File: src/rtl/rot_pkg.sv
package rot_pkg;

    localparam int XLEN  = 64;
    localparam int WLEN  = 32;
    localparam int ILEN  = 32;
    localparam int RIDX  = 5;
    localparam int XAMT  = $clog2(XLEN);
    localparam int WAMT  = $clog2(WLEN);

    localparam logic [5:0] OPC_SPECIAL = 6'b000000;
    localparam logic [4:0] FIXED_ONE   = 5'b00001;
    localparam logic [5:0] FN_W_IMM    = 6'b000010;
    localparam logic [5:0] FN_W_REG    = 6'b000110;
    localparam logic [5:0] FN_D_IMM    = 6'b111010;
    localparam logic [5:0] FN_D_IMM32  = 6'b111110;
    localparam logic [5:0] FN_D_REG    = 6'b010110;

    typedef enum logic [2:0] {
        ROT_NONE,
        ROT_W_IMM,
        ROT_W_REG,
        ROT_D_IMM,
        ROT_D_IMM32,
        ROT_D_REG
    } rot_op_e;

    typedef struct packed {
        logic [5:0] opc;
        logic [4:0] rs;
        logic [4:0] rt;
        logic [4:0] rd;
        logic [4:0] sa;
        logic [5:0] fn;
    } rot_instr_t;

    typedef struct packed {
        rot_op_e         op;
        logic            legal;
        logic            word;
        logic [RIDX-1:0] rd;
        logic [XAMT-1:0] amt;
    } rot_dec_t;

    typedef struct packed {
        logic [XLEN-1:0] data;
        logic [RIDX-1:0] rd;
        logic            wen;
        logic            illegal;
        logic            word;
    } rot_res_t;

    function automatic logic [XLEN-1:0] sext_word(input logic [WLEN-1:0] w);
        return {{(XLEN-WLEN){w[WLEN-1]}}, w};
    endfunction

endpackage

File: src/rtl/rot_decode.sv
module rot_decode
    import rot_pkg::*;
(
    input  logic [ILEN-1:0] instr,
    input  logic [XAMT-1:0] reg_amt,
    output rot_dec_t        dec
);
    rot_instr_t f;
    logic       special;
    logic       rs_one;
    logic       sa_one;

    assign f       = rot_instr_t'(instr);
    assign special = (f.opc == OPC_SPECIAL);
    assign rs_one  = (f.rs == FIXED_ONE);
    assign sa_one  = (f.sa == FIXED_ONE);

    always_comb begin
        dec.op = ROT_NONE;
        if (special) begin
            unique case (f.fn)
                FN_W_IMM:   if (rs_one) dec.op = ROT_W_IMM;
                FN_W_REG:   if (sa_one) dec.op = ROT_W_REG;
                FN_D_IMM:   if (rs_one) dec.op = ROT_D_IMM;
                FN_D_IMM32: if (rs_one) dec.op = ROT_D_IMM32;
                FN_D_REG:   if (sa_one) dec.op = ROT_D_REG;
                default:    dec.op = ROT_NONE;
            endcase
        end
    end

    always_comb begin
        dec.legal = (dec.op != ROT_NONE);
        dec.word  = (dec.op == ROT_W_IMM) || (dec.op == ROT_W_REG);
        dec.rd    = f.rd;
        unique case (dec.op)
            ROT_W_IMM:   dec.amt = {1'b0, f.sa};
            ROT_W_REG:   dec.amt = {1'b0, reg_amt[WAMT-1:0]};
            ROT_D_IMM:   dec.amt = {1'b0, f.sa};
            ROT_D_IMM32: dec.amt = {1'b1, f.sa};
            ROT_D_REG:   dec.amt = reg_amt;
            default:     dec.amt = '0;
        endcase
    end

endmodule

File: src/rtl/rot_barrel.sv
module rot_barrel #(
    parameter int W = 64,
    localparam int SW = $clog2(W)
) (
    input  logic [W-1:0]  din,
    input  logic [SW-1:0] amt,
    output logic [W-1:0]  dout
);
    logic [W-1:0] stage [SW+1];

    assign stage[0] = din;

    for (genvar k = 0; k < SW; k++) begin : g_stage
        localparam int S = 1 << k;
        assign stage[k+1] = amt[k] ? {stage[k][S-1:0], stage[k][W-1:S]} : stage[k];
    end

    assign dout = stage[SW];

endmodule

File: src/rtl/rot_datapath.sv
module rot_datapath
    import rot_pkg::*;
(
    input  rot_dec_t        dec,
    input  logic [XLEN-1:0] val,
    output rot_res_t        res
);
    logic [WLEN-1:0] word_out;
    logic [XLEN-1:0] dbl_out;

    rot_barrel #(.W(WLEN)) u_word (
        .din  (val[WLEN-1:0]),
        .amt  (dec.amt[WAMT-1:0]),
        .dout (word_out)
    );

    rot_barrel #(.W(XLEN)) u_dbl (
        .din  (val),
        .amt  (dec.amt),
        .dout (dbl_out)
    );

    always_comb begin
        if (!dec.legal)
            res.data = '0;
        else if (dec.word)
            res.data = sext_word(word_out);
        else
            res.data = dbl_out;
        res.rd      = dec.rd;
        res.wen     = dec.legal && (dec.rd != '0);
        res.illegal = !dec.legal;
        res.word    = dec.word;
    end

endmodule

File: src/rtl/rot_exec.sv
module rot_exec
    import rot_pkg::*;
(
    input  logic            clk,
    input  logic            rst,
    input  logic            in_valid,
    input  logic [ILEN-1:0] instr,
    input  logic [XLEN-1:0] src_a,
    input  logic [XLEN-1:0] src_b,
    output logic            out_valid,
    output logic [XLEN-1:0] out_data,
    output logic [RIDX-1:0] out_rd,
    output logic            out_wen,
    output logic            out_illegal
);
    rot_dec_t dec;
    rot_res_t res;
    rot_res_t res_q;
    logic     vld_q;

    rot_decode u_dec (
        .instr   (instr),
        .reg_amt (src_a[XAMT-1:0]),
        .dec     (dec)
    );

    rot_datapath u_dp (
        .dec (dec),
        .val (src_b),
        .res (res)
    );

    always_ff @(posedge clk) begin
        if (rst) begin
            vld_q <= 1'b0;
            res_q <= '0;
        end else begin
            vld_q <= in_valid;
            if (in_valid)
                res_q <= res;
        end
    end

    assign out_valid   = vld_q;
    assign out_data    = res_q.data;
    assign out_rd      = res_q.rd;
    assign out_wen     = res_q.wen;
    assign out_illegal = res_q.illegal;

    // one-cycle latency and single-cycle valid pulse
    a_r8_valid_follows: assert property (@(posedge clk) disable iff (rst)
        in_valid |=> out_valid);
    a_r8_valid_pulse: assert property (@(posedge clk) disable iff (rst)
        !in_valid |=> !out_valid);
    // outputs hold when nothing is accepted
    a_r8_hold: assert property (@(posedge clk) disable iff (rst)
        !in_valid |=> ($stable(out_data) && $stable(out_rd) && $stable(out_wen) && $stable(out_illegal)));
    // an illegal word never writes and yields zero
    a_r6_illegal_quiet: assert property (@(posedge clk) disable iff (rst)
        out_illegal |-> (!out_wen && out_data == '0));
    // register zero is never written
    a_r7_no_zero_write: assert property (@(posedge clk) disable iff (rst)
        out_wen |-> (out_rd != '0));
    // word results are sign-extended
    a_r10_word_sext: assert property (@(posedge clk) disable iff (rst)
        (out_valid && res_q.word) |-> (out_data[XLEN-1:WLEN] == {(XLEN-WLEN){out_data[WLEN-1]}}));

endmodule

File: config.mk
export PLATFORM = sky130hd
export DESIGN_NAME = rot_exec
export DESIGN_NICKNAME = d
export VERILOG_FILES = /design/src/rtl/rot_pkg.sv /design/src/rtl/rot_decode.sv /design/src/rtl/rot_barrel.sv /design/src/rtl/rot_datapath.sv /design/src/rtl/rot_exec.sv
export SDC_FILE = /design/constraint.sdc
export NUM_CORES = 1
export LEC_CHECK = 0
export ABC_AREA = 1
export BUFFER_PORTS_ARGS = -buffer_cell sky130_fd_sc_hd__buf_2
export CORE_UTILIZATION = 30
export CTS_CLUSTER_DIAMETER = 100
export DETAILED_ROUTE_END_ITERATION = 8
export GPL_TIMING_DRIVEN = 0
export PLACE_DENSITY = 0.57
export SYNTH_ARGS = -nofsm -noshare
export SYNTH_HDL_FRONTEND = slang
export SYNTH_SLANG_ARGS = --single-unit
export TNS_END_PERCENT = 5
File: constraint.sdc
create_clock -name clk -period 8 [get_ports clk]
set_input_delay 0.8 -clock clk [delete_from_list [all_inputs] [get_ports clk]]
set_output_delay 0.8 -clock clk [all_outputs]
set_load 0.01 [all_outputs]
==> run summary <==
Register area share after synthesis - 15.78%
MaxCap Viol Count - 0
Syn Inst Count - 1827
GPL Wtd Cong - 1.071
Number of diodes - 0
Final Core Density - 36.09%
Starting Density - 30.66%
CTS Root Cell - clkbuf_16
CP max stage cell - o21ai_2
Placed cells - 2387
Most frequent cells in the layout - nand2_1, nand3_1, nor2_1
All-Layer GR Usage - 31.11%
Number of global-route vias before repair - 12.19k
Max incr delay on CP - 0.47 ns
Power Density - 88.14 nW/µm²
Period Utilization, post-route - 49.15%
H-tree Lvls - 3
Row cnt - 63
Met2 WL - 21030 µm
Num ports - 235
Worst vdd ir - 0.08729 mV
Final setup fails - 0
Crit path DAT - 4.21 ns
DRC - 0
Mapped Area - 9135 µm²
Die W - 176.5 µm
Routed vias - 13.16k
Top Layer Used - met4
RSZ-0062 raised after global routing - no
Crit Path Class - in -> reg
WL met3 - 5017 µm
Most common cell after layout, fill and taps aside - nand2_1
Nets - 2171
Avg Vias per Cell - 5.480
CP max FO - 10
Netlist cell types - 33
Fin cells - 2402
Worst-skew pair later-pin latency - 0.33 ns
TritonCTS clock tree - yes
Longest Clk Path Bufs - 2
Post-synth ARST share - 0%
Slew margin rel. - 33.06%
Ys flop type - dfxtp_1
CP Buf/Inv Count - 5
Post-synth net total - 1990
Post-CTS resize count - 0
Yosys warns - 0
Cts hold-fix bufs - 0
Syn Area/Cell - 5.000 µm²
Final HPWL DP - 41230 µm
I/O Buffers - 170
Crit path max-delay family - simple AND/OR/NAND/NOR gates
Gr ovfl total - 0
Reg2reg setup slack - 7.29 ns
Most common cell on crit path - nor2_1
Clock-pin slew on the worst setup and hold paths - 0.06 ns
Die Area - 31150 µm²
Hold crit path type - reg -> reg
Required @ worst endpoint - 8.28 ns
Initial antenna violation count - 0
Clk sink count - 72
Fin. Hold Viols - 0
Slew Limit Fails - 0
Worst setup EP type - register
Die Ht - 176.5 µm
Avg WL per Cell - 20.24 µm
Share of cells above drive strength 1 - 13.97%
Cts bufs inserted - 9
CP startpoint kind - primary input
Post-synth EDFFs - 0
Final clock skew - 0 ns
Post-CTS setup buffers - 0
F_max - 0.2543 GHz
Antenna Nets Post-Route - 0
Core Area - 29800 µm²
Worst-margin pin slew - 0.9982 ns
Fin Hold WS - 0.4641 ns
M1 WL - 20620 µm
Synth Register Bits - 72
Largest net degree at the start of global routing - 12
Status - completed
Drt first pass iters - 7
Static Leakage - 5.584 nW
Post-Route WL - 48630 µm
Crit-path cells - buf_2 > inv_1 > nor2_1 > nand2_1 > nor2_1 > a21oi_4 > nor2_4 > nand2_2 > nand2_2 > inv_2 > o21ai_2 > inv_2 > buf_1 > nand3_1 > nand3_1 > nand3_1 > nand2_1 > nor2_1 > nor2_1 > nor2_1
Global-route wire length before repair - 72540 µm
Synthesis-to-layout area growth - 17.72%
TNS Setup - 0 ns
DR iter-0 viols - 1762
Fin crit period - 3.932 ns
-- worst min-delay path, cell delays in order, from the launching register on --
cell,delay [ns]
dfxtp_1,0.30
nand2_1,0.06
a21oi_1,0.05
-- path summary, 6_finish.rpt --
path / startpoint / end / cells after the start
worst max-delay path: instr[2] / out_data[14] / 20
worst min-delay path: out_rd[4] / out_rd[4] / 2
worst max register to register: out_data[20] / out_data[20] / 4
worst min register to register: out_rd[4] / out_rd[4] / 2
-- sequential cells by signal (all words and copies together) (netlist names) --
name	flops
out_wen	1
out_illegal	1
out_rd	5
out_valid	1
out_data	64
-- per-layer routing --
layer	GRT usage (%)	vias up
li1	-	6234
met3	5.922	134
met4	11.31	0
met2	49.33	762
met1	41.57	6032
met5	0	-
-- kinds of logic (layout without fill, tap and decap cells) --
group / count (synthesis) / count (layout) / share of synthesized area (%)
buf+inv: 240 / 425 / 11.49
simple gates: 1490 / 1490 / 70.61
compound gates: 25 / 25 / 2.123
flops: 72 / 72 / 15.78
-- cell usage after synthesis (4+ instances only) --
library cell | instances | area share (%)
nand2_4 | 6 | 0.74
clkbuf_1 | 44 | 1.8
dfxtp_1 | 72 | 16
buf_1 | 14 | 0.58
buf_2 | 32 | 1.8
nand2_2 | 12 | 0.82
nand3b_1 | 4 | 0.33
nand3_1 | 543 | 30
buf_6 | 12 | 1.5
inv_1 | 120 | 4.9
o21ai_2 | 6 | 0.58
inv_2 | 11 | 0.45
buf_4 | 5 | 0.41
nor2_1 | 277 | 11
nand2_1 | 631 | 26
a21oi_1 | 6 | 0.33
-- power by group --
part | switching, mW | internal (mW) | total, mW
Clock | 0.150 | 0.225 | 0.375
Sequential | 0.000902 | 0.361 | 0.362
Combinational | 0.144 | 0.0665 | 0.211
Total | 0.295 | 0.653 | 0.948
-- through the flow --
| step | cell area, µm² | power [mW] | setup slack, ns |
|---|---|---|---|
| global route | 10750 | 0.9879 | 3.787 |
| global placement | 10470 | 0.5737 | 3.905 |
| floorplan | 9135 | 0.4869 | 4.912 |
| finish | 10750 | 0.9479 | 4.068 |
| CTS | 10750 | 0.9484 | 4.205 |
| detailed placement | 10480 | 0.5736 | 3.859 |
-- area by class of cell --
cell class              instances  area, µm²
fillers                      3542      19040
multi-input cells            1515       6649
flip-flops and latches         72       1441
repair buffers                170      850.8
plain buffers                 107      550.5
inverters                     133      499.2
well taps                     390      488.0
clock buffers                  13      260.3
clock inverters                 2      15.01
Note: power is estimated with default switching activity, not from simulation.
